`config.mk`:
```
export PLATFORM = sky130hd
export DESIGN_NAME = rstc_top
export DESIGN_NICKNAME = d
export VERILOG_FILES = /design/src/rtl/rstc_pkg.sv /design/src/rtl/rstc_stretch.sv /design/src/rtl/rstc_pin_sync.sv /design/src/rtl/rstc_rst_sync.sv /design/src/rtl/rstc_cause_reg.sv /design/src/rtl/rstc_top.sv
export SDC_FILE = /design/constraint.sdc
export NUM_CORES = 1
export LEC_CHECK = 0
export BUFFER_PORTS_ARGS = -buffer_cell sky130_fd_sc_hd__buf_2
export CAP_MARGIN = 0
export CORE_MARGIN = 2
export CORE_UTILIZATION = 35
export DETAILED_ROUTE_END_ITERATION = 7
export PLACE_DENSITY = 0.58
export SYNTH_ARGS = -nofsm -noshare
export SYNTH_HDL_FRONTEND = slang
export SYNTH_SLANG_ARGS = --single-unit
```
`constraint.sdc`:
```
create_clock -name clk -period 1.8 [get_ports clk]
set_input_delay 0.18 -clock clk [delete_from_list [all_inputs] [get_ports clk]]
set_output_delay 0.18 -clock clk [all_outputs]
set_load 0.02 [all_outputs]
```
`src/rtl/rstc_pkg.sv`:
```
package rstc_pkg;
  localparam int NUM_DOM = 5;
  localparam int DOM_MAIN = 0;
  localparam int DOM_DBG  = 1;
  localparam int DOM_AON  = 2;
  localparam int DOM_RTC  = 3;
  localparam int DOM_HWD  = 4;

  localparam int CAUSE_W   = 8;
  localparam int CB_SUPPLY = 0;
  localparam int CB_PIN    = 1;
  localparam int CB_WDG    = 4;

  // Domain reach of each source, one bit per domain index
  localparam logic [NUM_DOM-1:0] REACH_FULL = 5'b11111;
  localparam logic [NUM_DOM-1:0] REACH_PIN  = 5'b10001;
  localparam logic [NUM_DOM-1:0] REACH_WDG  = 5'b00001;

  function automatic logic [NUM_DOM-1:0] dom_raw(input logic full, input logic pin,
                                                 input logic wdg);
    dom_raw = ({NUM_DOM{full}} & REACH_FULL) | ({NUM_DOM{pin}} & REACH_PIN) |
              ({NUM_DOM{wdg}} & REACH_WDG);
  endfunction

  function automatic logic [CAUSE_W-1:0] cause_set(input logic pin, input logic wdg);
    logic [CAUSE_W-1:0] v;
    v = '0;
    v[CB_PIN] = pin;
    v[CB_WDG] = wdg;
    cause_set = v;
  endfunction

  function automatic logic [CAUSE_W-1:0] cause_init();
    logic [CAUSE_W-1:0] v;
    v = '0;
    v[CB_SUPPLY] = 1'b1;
    cause_init = v;
  endfunction
endpackage

```
`src/rtl/rstc_stretch.sv`:
```
module rstc_stretch #(
  parameter int MIN_CYC = 16,
  parameter bit LEVEL   = 1'b1
) (
  input  logic clk,
  input  logic arst,
  input  logic req,
  output logic active
);
  localparam int CW = $clog2(MIN_CYC + 1);
  localparam logic [CW-1:0] LOAD_LVL = CW'(MIN_CYC);
  localparam logic [CW-1:0] LOAD_PLS = CW'(MIN_CYC - 1);

  logic [CW-1:0] cnt;
  logic          clr_src;

  generate
    if (LEVEL) begin : g_level
      // level request: counter held full while the request is high
      assign clr_src = req | arst;
      always_ff @(posedge clk or posedge clr_src) begin
        if (clr_src)         cnt <= LOAD_LVL;
        else if (cnt != '0)  cnt <= cnt - 1'b1;
      end
    end else begin : g_pulse
      // pulse request: synchronous reload, cleared by the owner's reset
      assign clr_src = arst;
      always_ff @(posedge clk or posedge clr_src) begin
        if (clr_src)         cnt <= '0;
        else if (req)        cnt <= LOAD_PLS;
        else if (cnt != '0)  cnt <= cnt - 1'b1;
      end
    end
  endgenerate

  assign active = req | (cnt != '0);

  // checker: length of each active run, counted by its own register
  logic [CW:0] run;
  always_ff @(posedge clk or posedge clr_src) begin
    if (clr_src)                           run <= '0;
    else if (!active)                      run <= '0;
    else if (run != (CW+1)'(MIN_CYC))      run <= run + 1'b1;
  end

  a_r6_min_stretch: assert property (@(posedge clk) disable iff (clr_src)
    $fell(active) |-> run >= (CW+1)'(MIN_CYC));
endmodule

```
`src/rtl/rstc_pin_sync.sv`:
```
module rstc_pin_sync #(
  parameter int STAGES = 2
) (
  input  logic clk,
  input  logic arst,
  input  logic pin_n,
  output logic pin_act
);
  logic [STAGES-1:0] sh;

  always_ff @(posedge clk or posedge arst) begin
    if (arst) sh <= '1;
    else      sh <= {sh[STAGES-2:0], pin_n};
  end

  assign pin_act = ~sh[STAGES-1];
endmodule

```
`src/rtl/rstc_rst_sync.sv`:
```
module rstc_rst_sync #(
  parameter int STAGES = 2
) (
  input  logic clk,
  input  logic raw,
  output logic rst_n
);
  logic [STAGES-1:0] sh;

  always_ff @(posedge clk or posedge raw) begin
    if (raw) sh <= '0;
    else     sh <= {sh[STAGES-2:0], 1'b1};
  end

  assign rst_n = sh[STAGES-1];

  // no release while the raw request is present
  a_r12_held_low: assert property (@(posedge clk) raw |-> !rst_n);
endmodule

```
`src/rtl/rstc_cause_reg.sv`:
```
module rstc_cause_reg
  import rstc_pkg::*;
(
  input  logic               clk,
  input  logic               full_act,
  input  logic               clr,
  input  logic [CAUSE_W-1:0] set_vec,
  output logic [CAUSE_W-1:0] cause
);
  always_ff @(posedge clk or posedge full_act) begin
    if (full_act) cause <= cause_init();
    else          cause <= (clr ? '0 : cause) | set_vec;
  end

  a_r8_sticky: assert property (@(posedge clk) disable iff (full_act)
    !clr |=> (cause & $past(cause)) == $past(cause));

  a_r9_clear: assert property (@(posedge clk) disable iff (full_act)
    (clr && set_vec == '0) |=> cause == '0);
endmodule

```
`src/rtl/rstc_top.sv`:
```
module rstc_top
  import rstc_pkg::*;
#(
  parameter int MIN_CYC    = 16,
  parameter int PIN_STAGES = 2,
  parameter int RST_STAGES = 2
) (
  input  logic               clk,
  input  logic               por_i,
  input  logic               lvd_i,
  input  logic               pin_rst_n_i,
  input  logic               wdg_uf_i,
  input  logic               cause_clr_i,
  output logic               rst_main_n,
  output logic               rst_dbg_n,
  output logic               rst_aon_n,
  output logic               rst_rtc_n,
  output logic               rst_hwd_n,
  output logic [CAUSE_W-1:0] cause_o
);
  logic               full_req;
  logic               full_act;
  logic               pin_act;
  logic               wdg_act;
  logic [NUM_DOM-1:0] raw_dom;
  logic [NUM_DOM-1:0] rst_n_vec;

  assign full_req = por_i | lvd_i;

  rstc_stretch #(.MIN_CYC(MIN_CYC), .LEVEL(1'b1)) u_full_str (
    .clk(clk), .arst(1'b0), .req(full_req), .active(full_act));

  rstc_stretch #(.MIN_CYC(MIN_CYC), .LEVEL(1'b0)) u_wdg_str (
    .clk(clk), .arst(full_act), .req(wdg_uf_i), .active(wdg_act));

  rstc_pin_sync #(.STAGES(PIN_STAGES)) u_pin (
    .clk(clk), .arst(full_act), .pin_n(pin_rst_n_i), .pin_act(pin_act));

  assign raw_dom = dom_raw(full_act, pin_act, wdg_act);

  generate
    for (genvar d = 0; d < NUM_DOM; d++) begin : g_dom
      rstc_rst_sync #(.STAGES(RST_STAGES)) u_sync (
        .clk(clk), .raw(raw_dom[d]), .rst_n(rst_n_vec[d]));
    end
  endgenerate

  assign rst_main_n = rst_n_vec[DOM_MAIN];
  assign rst_dbg_n  = rst_n_vec[DOM_DBG];
  assign rst_aon_n  = rst_n_vec[DOM_AON];
  assign rst_rtc_n  = rst_n_vec[DOM_RTC];
  assign rst_hwd_n  = rst_n_vec[DOM_HWD];

  rstc_cause_reg u_cause (
    .clk(clk), .full_act(full_act), .clr(cause_clr_i),
    .set_vec(cause_set(pin_act, wdg_uf_i)), .cause(cause_o));

  // a full supply event holds every domain down
  a_r1_full_all: assert property (@(posedge clk)
    full_act |-> rst_n_vec == '0);

  // the retained domains fall only on a full supply event
  a_r3_dbg_kept: assert property (@(posedge clk) disable iff (full_act)
    !$fell(rst_dbg_n));
  a_r3_aon_kept: assert property (@(posedge clk) disable iff (full_act)
    !$fell(rst_aon_n));
  a_r5_rtc_kept: assert property (@(posedge clk) disable iff (full_act)
    !$fell(rst_rtc_n));
endmodule

```
=== Yosys cells after proc, flatten, opt, wreduce, memory -nomap -nowiden ===
Index checks and enable logic that the tools add are counted.

* Bits in registers: 30
* Latch bits: 0
* RAM bits: 0
* ROM bits: 0
* Input port bits: 6
* Output and inout bits: 13
* Logic and storage cells: 24
* Memories kept: 0

* Add/sub/neg operators: 2
* Multiply operators: 0
* Divide/modulo/power cells: 0
* Order comparisons: 0
* Eq/ne operators: 0
* Shift-type cells: 0
* Mux-type cells: 3
* Bitwise gates (word level): 7
* Reductions and logical operators: 3

{| class="wikitable"
|+ Operators with widths
! kind !! count
|-
| $mux W5 || 2
|-
| $reduce_bool A5 Y1 || 2
|-
| $sub A5 B1 Y5 const B || 2
|-
| $mux W8 || 1
|-
| $or A8 B5 Y8 || 1
|-
| $or A5 B1 Y5 || 1
|-
| $or A5 B5 Y5 || 1
|-
| $or A1 B1 Y1 || 3
|-
| $reduce_bool A2 Y1 || 1
|-
| $not A1 Y1 || 1
|}

=== Logic depth before layout (Yosys ltp) ===
Gate-level depths: netlist (run 1).

* Depth in word-level cells: 4
* Mapped depth: 5
* Mapped depth without buffers: 5

=== Cells and area by module ===
From an unflattened synthesis (run 1), not the netlist that was laid out.

* Cell total of the unflattened synthesis: 96
* Area total of the unflattened synthesis: 1187.4 µm²

{| class="wikitable"
|+ Modules (own cells, without submodules)
! module !! times used !! cells an instance !! area each (µm²) !! seq. area each (µm²)
|-
| rstc_rst_sync || 5 || 4 || 57.6 || 50.0
|-
| rstc_stretch at u_full_str || 1 || 26 || 286.5 || 126.4
|-
| rstc_cause_reg || 1 || 18 || 269.0 || 201.4
|-
| rstc_stretch at u_wdg_str || 1 || 24 || 261.5 || 125.1
|-
| rstc_pin_sync || 1 || 4 || 60.1 || 52.6
|-
| rstc_top || 1 || 4 || 22.5 || 0.0
|}

=== Least setup slack after synthesis (run 1) ===
No wires, ideal clock.

* Path type: reg2reg
* Start point: register u_full_str.cnt[0]
* End point: register u_full_str.cnt[1]
* Setup time: 0.120 ns
* Arrival: 1.226 ns
* Required time: 1.680 ns
* Path slack: 0.454 ns
* Cell stages (with the launch flop): 6
* Path buffers: 0
* Period minus slack after synthesis: 1.346 ns
* Cell sequence: dfrtp_1 > inv_1 > ha_1 > or4b_4 > nor2_1 > a21oi_1

* Word-level cells in the longest chain between the ends: 1
* Elaborated cells between the ends (all ways): 2
* Classes of those cells: 1 x add/sub; 1 x reduce/logical

{| class="wikitable"
|+ Ends and longest elaborated chain
! what !! RTL line !! text
|-
| start: declaration || rstc_stretch.sv:14 || <nowiki>logic [CW-1:0] cnt;</nowiki>
|-
| start signal: assignment || rstc_stretch.sv:23 || <nowiki>else if (cnt != '0) cnt <= cnt - 1'b1;</nowiki>
|-
| $sub A5 B1 Y5 / $reduce_bool A5 Y1 (equally long branches) || rstc_stretch.sv:23 ||
|}

Parallel ways exist; a longest one is shown, timed or not.
A chain may end at the register's enable or synchronous reset.

==> results of run 1 <==
state kept, by name, indices dropped and copies added, names as in the netlist:
signal           count
u_cause.cause        3
u_full_str.cnt       5
u_pin.sh             2
u_wdg_str.cnt        5
g_dom.u_sync.sh      6
worst max-delay path: stages:
cell and delay, ns:
dlygate4sd3_1 0.53, buf_2 0.13, nor2_1 0.09, dlygate4sd3_1 0.55, buf_4 0.15, and3_1 0.24
and3b_1 0.22
area by class of cell:
class | instances | area (um^2)
clock buffer | 3 | 22.5
clock inverter | 1 | 7.51
fill | 256 | 1390
inverter | 8 | 30.0
multi-input combinational | 44 | 323
sequential | 21 | 531
tap | 30 | 37.5
timing repair buffer | 21 | 140
layer usage:
layer / global-route usage / part of all wire
met1: 0.155 / 0.49
met2: 0.163 / 0.44
met3: 0.0323 / 0.056
met4: 0.0610 / 0.0099
met5: 0 / 0
cell families (layout without fill, tap and decap cells):
kind of cell,count (synthesis),after routing,share of synthesized area
compound gates,8,8,0.0630
xor+xnor,4,4,0.0384
fa+ha+maj,3,3,0.0411
buf+inv,15,33,0.0904
flops,21,21,0.581
mux,1,1,0.0123
other cells,2,8,0.00822
simple gates,20,20,0.166
power by group:
part | leakage, nW | switching, mW | total, mW | internal [mW]
clock | 0.0139 | 0.141 | 0.226 | 0.0846
sequential | 0.253 | 0.00916 | 0.500 | 0.491
combinational | 0.279 | 0.0483 | 0.0818 | 0.0335
stage by stage:
step	cells	cell area (um^2)	power, mW	hold WS [ns]
2_1_floorplan	80	936	0.566	0.0601
5_1_grt	128	1090	0.863	0.368
4_1_cts	128	1090	0.829	0.352
6_report	128	1090	0.808	0.358
3_3_place_gp	118	1000	0.580	0.201
3_5_place_dp	118	1000	0.582	0.210
how the worst max path moves through the flow:
stage,startpoint,to,slack [ns],cells after the start
4_1_cts,lvd_i,g_dom[0].u_sync.sh[0],0.26,7
6_report,lvd_i,g_dom[0].u_sync.sh[0],0.25,7
3_3_place_gp,u_full_str.cnt[0],u_full_str.cnt[1],0.39,5
3_5_place_dp,u_wdg_str.cnt[0],u_wdg_str.cnt[1],0.36,5
2_1_floorplan,u_full_str.cnt[0],g_dom[1].u_sync.sh[1],0.19,4
5_1_grt,lvd_i,g_dom[0].u_sync.sh[1],0.18,7
cells in the final DEF (no fill, tap or decap), types with 2 or more instances in the layout:
cell type       n
nor2b_1         2
dfstp_2         4
clkbuf_4        3
inv_1           8
a21oi_1         2
nor3_1          2
conb_1          8
nor4b_4         2
xnor2_1         4
dlygate4sd3_1   6
ha_1            3
a211o_1         2
buf_2          13
nor2_1          7
buf_4           2
dfrtp_1        17
==> impl_metrics.csv, run 1 <==
group,metric,value,unit
detailed_routing,drt_first_pass_iters,2,
hold_path,hold_start,"u_pin.sh[0]",
clock_tree,clockBufferDepth,2,
timing,rsz0062_at_grt,"no",
yosys,synth.avg_cell_area,12.3,um^2
yosys,ys_ff_latch,21,
clock_tree,h-tree-depth,1,
layout,antennaDiodeCount,0,
global_routing,grt_use_total,0.114,
yosys,synthesis.area,913,um^2
clock_tree,cts_resized,0,
yosys,synth_common_cells,"dfrtp_1 (17), inv_1 (8), buf_4 (7), nor2_1 (7)",
timing,timing.final.crit_share,0.863,
layout,syn_to_final_growth,19.5,%
clock_tree,cts_sinks,21,
yosys,synth_edf_count,0,
layout,final_core_util,0.440,
critical_path,r2r_slack,0.35,ns
yosys,ys_types,25,
detailed_routing,vias,565,
yosys,yosys_warnings,0,
placement,dp_slack,0.357,ns
yosys,yosysMostFrequentCell,"dfrtp_1",
power_and_ir_drop,peakVddDrop,0.000396,V
die,start_util,0.369,
global_routing,grt_pass1_vias,545,
placement,post-dp-hpwl,1020,um
die,die_h,55.1,um
critical_path,worstSetupPathType,"input port to async pin",
layout,final_nets,108,
yosys,synth.top_cell.area_share,0.466,
timing,final_max_slew_viol_count,0,
detailed_routing,ant_nets,0,
clock_tree,cts_setup_buffers,0,
hold_path,hold_depth,0,
clock_tree,cts-root-buf,"clkbuf_4",
detailed_routing,drt-initial-drc-count,4,
critical_path,endpoint_kind,"async pin",
timing,fmax,644,MHz
timing,fin_crit,1.55,ns
detailed_routing,via_per_inst,4.41,
global_routing,antenna_found_initial,0,
critical_path,worstPathMaxFanout,6,
clock_tree,cts_buffers,3,
die,rows,18,
clock_tree,clk_latency,0.30,ns
yosys,syn_inst,74,
detailed_routing,drc,0,
global_routing,gr-total-overflow,0,
outcome,status,"complete, no violations",
clock_tree,cts_tree,"yes",
die,die_w,55.1,um
global_routing,grt_max_degree,14,
power_and_ir_drop,power_density,740,nW/um^2
critical_path,worstReg2RegEnd,"u_wdg_str.cnt[1]",
yosys,synthTopCellsByArea,"dfrtp_1 (47%), dfstp_2 (12%), buf_4 (5.8%), nor4b_4 (5.2%), ha_1 (4.1%)",
yosys,ys_seq_area_frac,0.581,
placement,io_buffers,13,
job,cap_violations,0,
detailed_routing,drt_wl_total,1320,um
critical_path,cp_data_required_time,2.34,ns
timing,final.setup.tns,0,ns
hold_path,min_to,"u_pin.sh[1]",
critical_path,arrival,2.09,ns
timing,final_hold_viol_count,0,
timing,setup_viol,0,
clock_tree,path_clk_slew,0.12,ns
layout,drive_above_1_share,0.286,
clock_tree,cts_hold_buf,6,
die,ios,19,
yosys,synth_top_area_cell,"dfrtp_1",
timing,fin_ws,0.247,ns
die,core,2480,um^2
die,die_area,3030,um^2
global_routing,grt_pass1_wl,2370,um
power_and_ir_drop,power_leakage,0.546,nW
critical_path,critPathLaunchType,"input port",
detailed_routing,wl_per_cell,10.3,um
yosys,synth_ff_type,"dfrtp_1",
timing,fin_skew,0.00470,ns
yosys,async_flop_share,1.00,
placement,routabilityCongestion,0.708,
critical_path,r2r_cells,5,
hold_path,hp-class,"flip-flop to flip-flop",
critical_path,timing.rr.start,"u_wdg_str.cnt[0]",
(Power assumes the default switching activity.)
==> run 2: changes to the inputs <==
CORE_MARGIN = not set   (was 2)
==> run 2 against run 1 <==
Effect of this change: first-iteration DRC count fell by 75%; maximum frequency rose by 2.0%; power rose by 0.21%; cell count fell by 0.78%; flip-flop and latch count did not move; highest routed layer unchanged; critical path type unchanged; worst hold slack got worse by 0.34 ns.
==> impl_metrics.csv, run 2 (synthesis results as in run 1) <==
group,metric,value,unit
power_and_ir_drop,power_density,751,nW/um^2
layout,fillerInstances,240,
detailed_routing,drt_wl_total,1410,um
layout,syn_to_final_growth,18.1,%
critical_path,worstReg2RegEnd,"u_wdg_str.cnt[1]",
detailed_routing,drt_first_pass_iters,3,
timing,rsz0062_at_grt,"no",
critical_path,slowest_delay,0.55,ns
die,start_util,0.369,
timing,fmax,657,MHz
critical_path,timing.rr.start,"u_wdg_str.cnt[0]",
timing,timing.final.crit_share,0.845,
layout,drive_above_1_share,0.289,
clock_tree,cts-root-buf,"clkbuf_4",
layout,multi_input_comb_area,323,um^2
global_routing,grt_max_degree,13,
global_routing,grt_pass1_wl,2560,um
global_routing,grt_pass1_vias,594,
timing,final_max_slew_viol_count,0,
hold_path,hp-class,"input port to async pin",
power_and_ir_drop,power_leakage,0.545,nW
layout,final_core_util,0.435,
power_and_ir_drop,peakVddDrop,0.000433,V
timing,final_hold_viol_count,0,
critical_path,endpoint_kind,"async pin",
critical_path,crit_buf_inv,4,
layout,final_cell_mix,"dfrtp_1 (17), buf_2 (13), inv_1 (8), conb_1 (8), nor2_1 (7)",
critical_path,r2r_slack,0.36,ns
clock_tree,path_clk_slew,0.12,ns
critical_path,slowest_stage,"dlygate4sd3_1",
layout,antennaDiodeCount,0,
placement,io_buffers,13,
die,die_w,53.1,um
critical_path,arrival,2.06,ns
timing,fin_crit,1.52,ns
detailed_routing,drt-initial-drc-count,1,
global_routing,grt_use_total,0.129,
layout,final_common_cell,"dfrtp_1",
die,die_h,53.1,um
placement,post-dp-hpwl,1040,um
critical_path,crit_path_frequent_cell,"dlygate4sd3_1",
clock_tree,cts_buffers,3,
timing,fin_skew,0.00652,ns
die,core,2480,um^2
layout,final_nets,107,
detailed_routing,via_per_inst,4.42,
layout,regArea,531,um^2
critical_path,critPathLaunchType,"input port",
critical_path,path_delay_family,"buffers and inverters",
clock_tree,cts_setup_buffers,0,
detailed_routing,vias,561,
layout,largest_reg_flops,6,
detailed_routing,drc,0,
job,cap_violations,0,
layout,regMostFlops,"g_dom.u_sync.sh",
critical_path,path_cells,"dlygate4sd3_1 -> buf_2 -> nor2_1 -> dlygate4sd3_1 -> buf_4 -> and3_1 -> and3b_1",
timing,setup_viol,0,
timing,final.setup.tns,0,ns
detailed_routing,ant_nets,0,
placement,routabilityCongestion,0.724,
critical_path,worstPathMaxFanout,6,
outcome,status,"complete, no violations",
die,ios,19,
power_and_ir_drop,report.power.total,809,uW
detailed_routing,wl_per_cell,11.1,um
die,die_area,2820,um^2
clock_tree,h-tree-depth,1,
clock_tree,clk_latency,0.30,ns
clock_tree,clockBufferDepth,2,
critical_path,r2r_cells,5,
layout,reg_top3,"g_dom.u_sync.sh: 6 flops, u_full_str.cnt: 5 flops, u_wdg_str.cnt: 5 flops",
global_routing,gr-total-overflow,0,
global_routing,antenna_found_initial,0,
clock_tree,cts_sinks,21,
die,rows,18,
critical_path,worstSetupPathType,"input port to async pin",
critical_path,cp_data_required_time,2.34,ns
clock_tree,cts_tree,"yes",
run 2: worst reg2reg max path: cells and delay by family (launching register included):
kind / cells / cell delay (ns)
and+or+nand+nor: 2 / 0.40
AOI/OAI and AO/OA: 1 / 0.27
DFF: 1 / 0.40
buffers and inverters: 1 / 0.09
adders and majority gates: 1 / 0.19
run 2: per-layer routing:
| metal | vias to the layer above | global-route usage | share of wire | wire length, um |
|---|---|---|---|---|
| met2 | 15 | 0.215 | 0.48 | 671 |
| met4 | 0 | 0.0658 | 0.0092 | 13 |
| met3 | 2 | 0.0345 | 0.040 | 56 |
| met5 | - | 0 | 0 | 0 |
| li1 | 272 | - | - | - |
| met1 | 272 | 0.151 | 0.47 | 669 |
run 2: through the flow:
stage	hold WS, ns	worst slack [ns]	area, um^2	cells
after CTS	0.00561	0.280	1070	126
after global placement	0.201	0.394	1000	118
after floorplan	0.0601	0.190	936	80
after global routing	0.0382	0.151	1080	127
final	0.0146	0.278	1080	127
after detailed placement	0.204	0.370	1000	118
run 2: power breakdown:
part	total [mW]	switching (mW)	leakage (nW)	internal, mW
Sequential	0.501	0.00962	0.253	0.491
Combinational	0.0808	0.0488	0.275	0.0320
Clock	0.228	0.145	0.0177	0.0828
run 2: repair_timing:
item	in CTS	in global routing
hold buffers	4	1
gates resized for setup	0	0
hold endpoints to repair	16	1
run 2: worst max-delay path by stage:
stage / startpoint / end / slack, ns / cells after the start
after detailed placement: u_wdg_str.cnt[0] / u_wdg_str.cnt[1] / 0.37 / 5
final: por_i / g_dom[0].u_sync.sh[1] / 0.28 / 7
after CTS: por_i / g_dom[0].u_sync.sh[1] / 0.28 / 7
after global placement: u_full_str.cnt[0] / u_full_str.cnt[1] / 0.39 / 5
after global routing: por_i / g_dom[0].u_sync.sh[1] / 0.15 / 7
after floorplan: u_full_str.cnt[0] / g_dom[1].u_sync.sh[1] / 0.19 / 4
run 2: cell type report:
type | count | area share
clock inverters | 1 | 0.00464
well taps | 30 | 0.0348
inverters | 8 | 0.0278
multi-input cells | 44 | 0.299
clock buffers | 3 | 0.0209
repair buffers | 20 | 0.121
flip-flops and latches | 21 | 0.492
==> run 3: changes to the inputs <==
PLACE_DENSITY = 0.6   (was 0.58)
clock period = 1.3 ns   (was 1.8 ns; I/O delays follow)
==> run 3 against run 2 <==
Effect of this change: the flow now finishes with violations (setup timing); clock power grew 31%; first-iteration DRC count rose to 3.0 times the previous value; clock skew is 0.0025 ns lower; routed wire length is 16% higher; largest cell class unchanged; non-clock buffer count grew 20; global-route usage up 0.093 points; power rose by 42%; core utilization increased by 9.7 points; via count increased by 14%; largest power group unchanged.
==> impl_metrics.csv, run 3 (synthesis results as in run 1) <==
group,metric,value,unit
layout,reg_top3,"g_dom.u_sync.sh: 6 flops, u_full_str.cnt: 5 flops, u_wdg_str.cnt: 5 flops",
hold_path,hold_depth,0,
critical_path,r2r_slack,-0.06,ns
die,die_w,53.1,um
layout,layout.cells.non_filler,147,
critical_path,slowest_stage,"or4b_4",
layout,final_common_cell,"buf_4",
timing,fin_skew,0.00398,ns
detailed_routing,via_per_inst,4.35,
die,ios,19,
outcome,violations,"setup timing",
critical_path,critPathLaunchType,"flip-flop",
power_and_ir_drop,power_leakage,0.655,nW
timing,final_hold_viol_count,0,
clock_tree,h-tree-depth,1,
layout,final_nets,127,
power_and_ir_drop,combPwrFrac,0.137,
layout,regMostFlops,"g_dom.u_sync.sh",
critical_path,r2r_cells,5,
power_and_ir_drop,seqPwrFrac,0.603,
layout,final_core_util,0.533,
global_routing,grt_use_total,0.130,
power_and_ir_drop,swShare,0.238,
layout,syn_to_final_growth,44.5,%
detailed_routing,wl_per_cell,11.1,um
power_and_ir_drop,peakVddDrop,0.000719,V
global_routing,grt_pass1_wl,2540,um
global_routing,gr-total-overflow,0,
power_and_ir_drop,cellInternalPower,876,uW
timing,fin_crit,1.36,ns
detailed_routing,drc,0,
clock_tree,cts_buffers,3,
placement,io_buffers,13,
timing,hold_ws,0.359,ns
critical_path,worstSetupPathType,"flip-flop to flip-flop",
detailed_routing,vias,639,
placement,placedCellCount,132,
detailed_routing,drt_first_pass_iters,3,
die,start_util,0.369,
die,die_area,2820,um^2
job,cap_violations,0,
global_routing,grt_max_degree,13,
placement,dpl_cell_area,1140,um^2
timing,timing.final.crit_share,1.05,
detailed_routing,drt_wl_total,1640,um
timing,fin_ws,-0.0597,ns
layout,antennaDiodeCount,0,
power_and_ir_drop,switchingPower,273,uW
clock_tree,cts_sinks,21,
global_routing,antenna_found_initial,0,
timing,setup_viol,4,
critical_path,arrival,1.56,ns
layout,largest_reg_flops,6,
critical_path,worstPathMaxFanout,3,
die,core,2480,um^2
critical_path,slowest_delay,0.51,ns
clock_tree,cts-root-buf,"clkbuf_4",
placement,routabilityCongestion,0.797,
timing,fmax,735,MHz
clock_tree,clk_latency,0.29,ns
die,die_h,53.1,um
layout,drive_above_1_share,0.496,
outcome,status,"complete, but fails checks",
critical_path,cp_data_required_time,1.50,ns
placement,post-dp-hpwl,1180,um
power_and_ir_drop,power_density,871,nW/um^2
layout,final_cell_mix,"buf_4 (19), dfrtp_1 (17), buf_2 (13)",
timing,final_max_slew_viol_count,0,
clock_tree,clockBufferDepth,2,
clock_tree,path_clk_slew,0.11,ns
clock_tree,cts_tree,"yes",
die,rows,18,
critical_path,path_cells,"inv_2 -> ha_4 -> or4b_4 -> nor2_4 -> a21oi_2",
critical_path,endpoint_kind,"flip-flop",
detailed_routing,ant_nets,0,
global_routing,grt_pass1_vias,601,
timing,rsz0062_at_grt,"yes",
layout,final_area,1320,um^2
hold_path,hp-class,"flip-flop to flip-flop",
layout,fillerInstances,234,
detailed_routing,drt-initial-drc-count,3,
power_and_ir_drop,power_frac_clock,0.259,
-- run 3: changes by cell type in the layout (fill, tap and decap cells not counted), sizes merged --
cell,change
clkinv,-1
dlygate4sd3,+1
clkbuf,+1
buf,+19
-- run 3: power by group through the flow --
stage	registers (mW)	logic, mW	clock network (mW)
3_5_place_dp	0.704	0.130	0
3_3_place_gp	0.703	0.127	0
6_report	0.694	0.158	0.298
4_1_cts	0.693	0.150	0.321
5_1_grt	0.697	0.174	0.339
2_1_floorplan	0.715	0.0743	0
-- run 3: through the flow --
stage | TNS [ns] | setup slack [ns] | power, mW
after floorplan | -1.14 | -0.107 | 0.789
after global placement | -0.0277 | -0.0277 | 0.830
after detailed placement | -0.208 | -0.0897 | 0.834
after CTS | -0.113 | -0.0800 | 1.16
after global routing | -0.449 | -0.0957 | 1.21
final | -0.0928 | -0.0597 | 1.15
-- run 3: what timing repair did --
action                     CTS  global route
setup endpoints to repair    7             8
setup buffers                2             3
hold buffers                 6             0
hold endpoints to repair    17             0
pin swaps                    5             2
gates resized for setup      9             6
-- run 3: final timing paths --
| path | from | endpoint |
|---|---|---|
| worst max-delay path | u_full_str.cnt[0] | u_full_str.cnt[1] |
| worst min-delay path | g_dom[4].u_sync.sh[0] | g_dom[4].u_sync.sh[1] |
| worst max register to register | u_full_str.cnt[0] | u_full_str.cnt[1] |
| worst min register to register | g_dom[4].u_sync.sh[0] | g_dom[4].u_sync.sh[1] |
| max in group asynchronous | u_full_str.cnt[0] | u_pin.sh[1] |
| min in group asynchronous | wdg_uf_i | g_dom[0].u_sync.sh[1] |
-- run 3: final cells by class --
| class | instances | area, um^2 | share of cell area |
|---|---|---|---|
| clock buffers | 4 | 26.3 | 0.0199 |
| repair buffers | 40 | 299 | 0.227 |
| flip-flops and latches | 21 | 531 | 0.402 |
| inverters | 8 | 30.0 | 0.0227 |
| multi-input cells | 44 | 397 | 0.300 |
| well taps | 30 | 37.5 | 0.0284 |
-- run 3: routing by layer --
| layer | routed length [um] | global-route usage |
|---|---|---|
| met4 | 10 | 0.0789 |
| met5 | 0 | 0 |
| met1 | 717 | 0.147 |
| met3 | 59 | 0.0259 |
| met2 | 852 | 0.224 |
-- run 3: critical path: cells and delay by family, from the launching register on --
kind            cells  cell delay [ns]
flops               1             0.40
simple gates        2             0.62
buf+inv             1             0.08
compound gates      1             0.04
fa+ha+maj           1             0.13
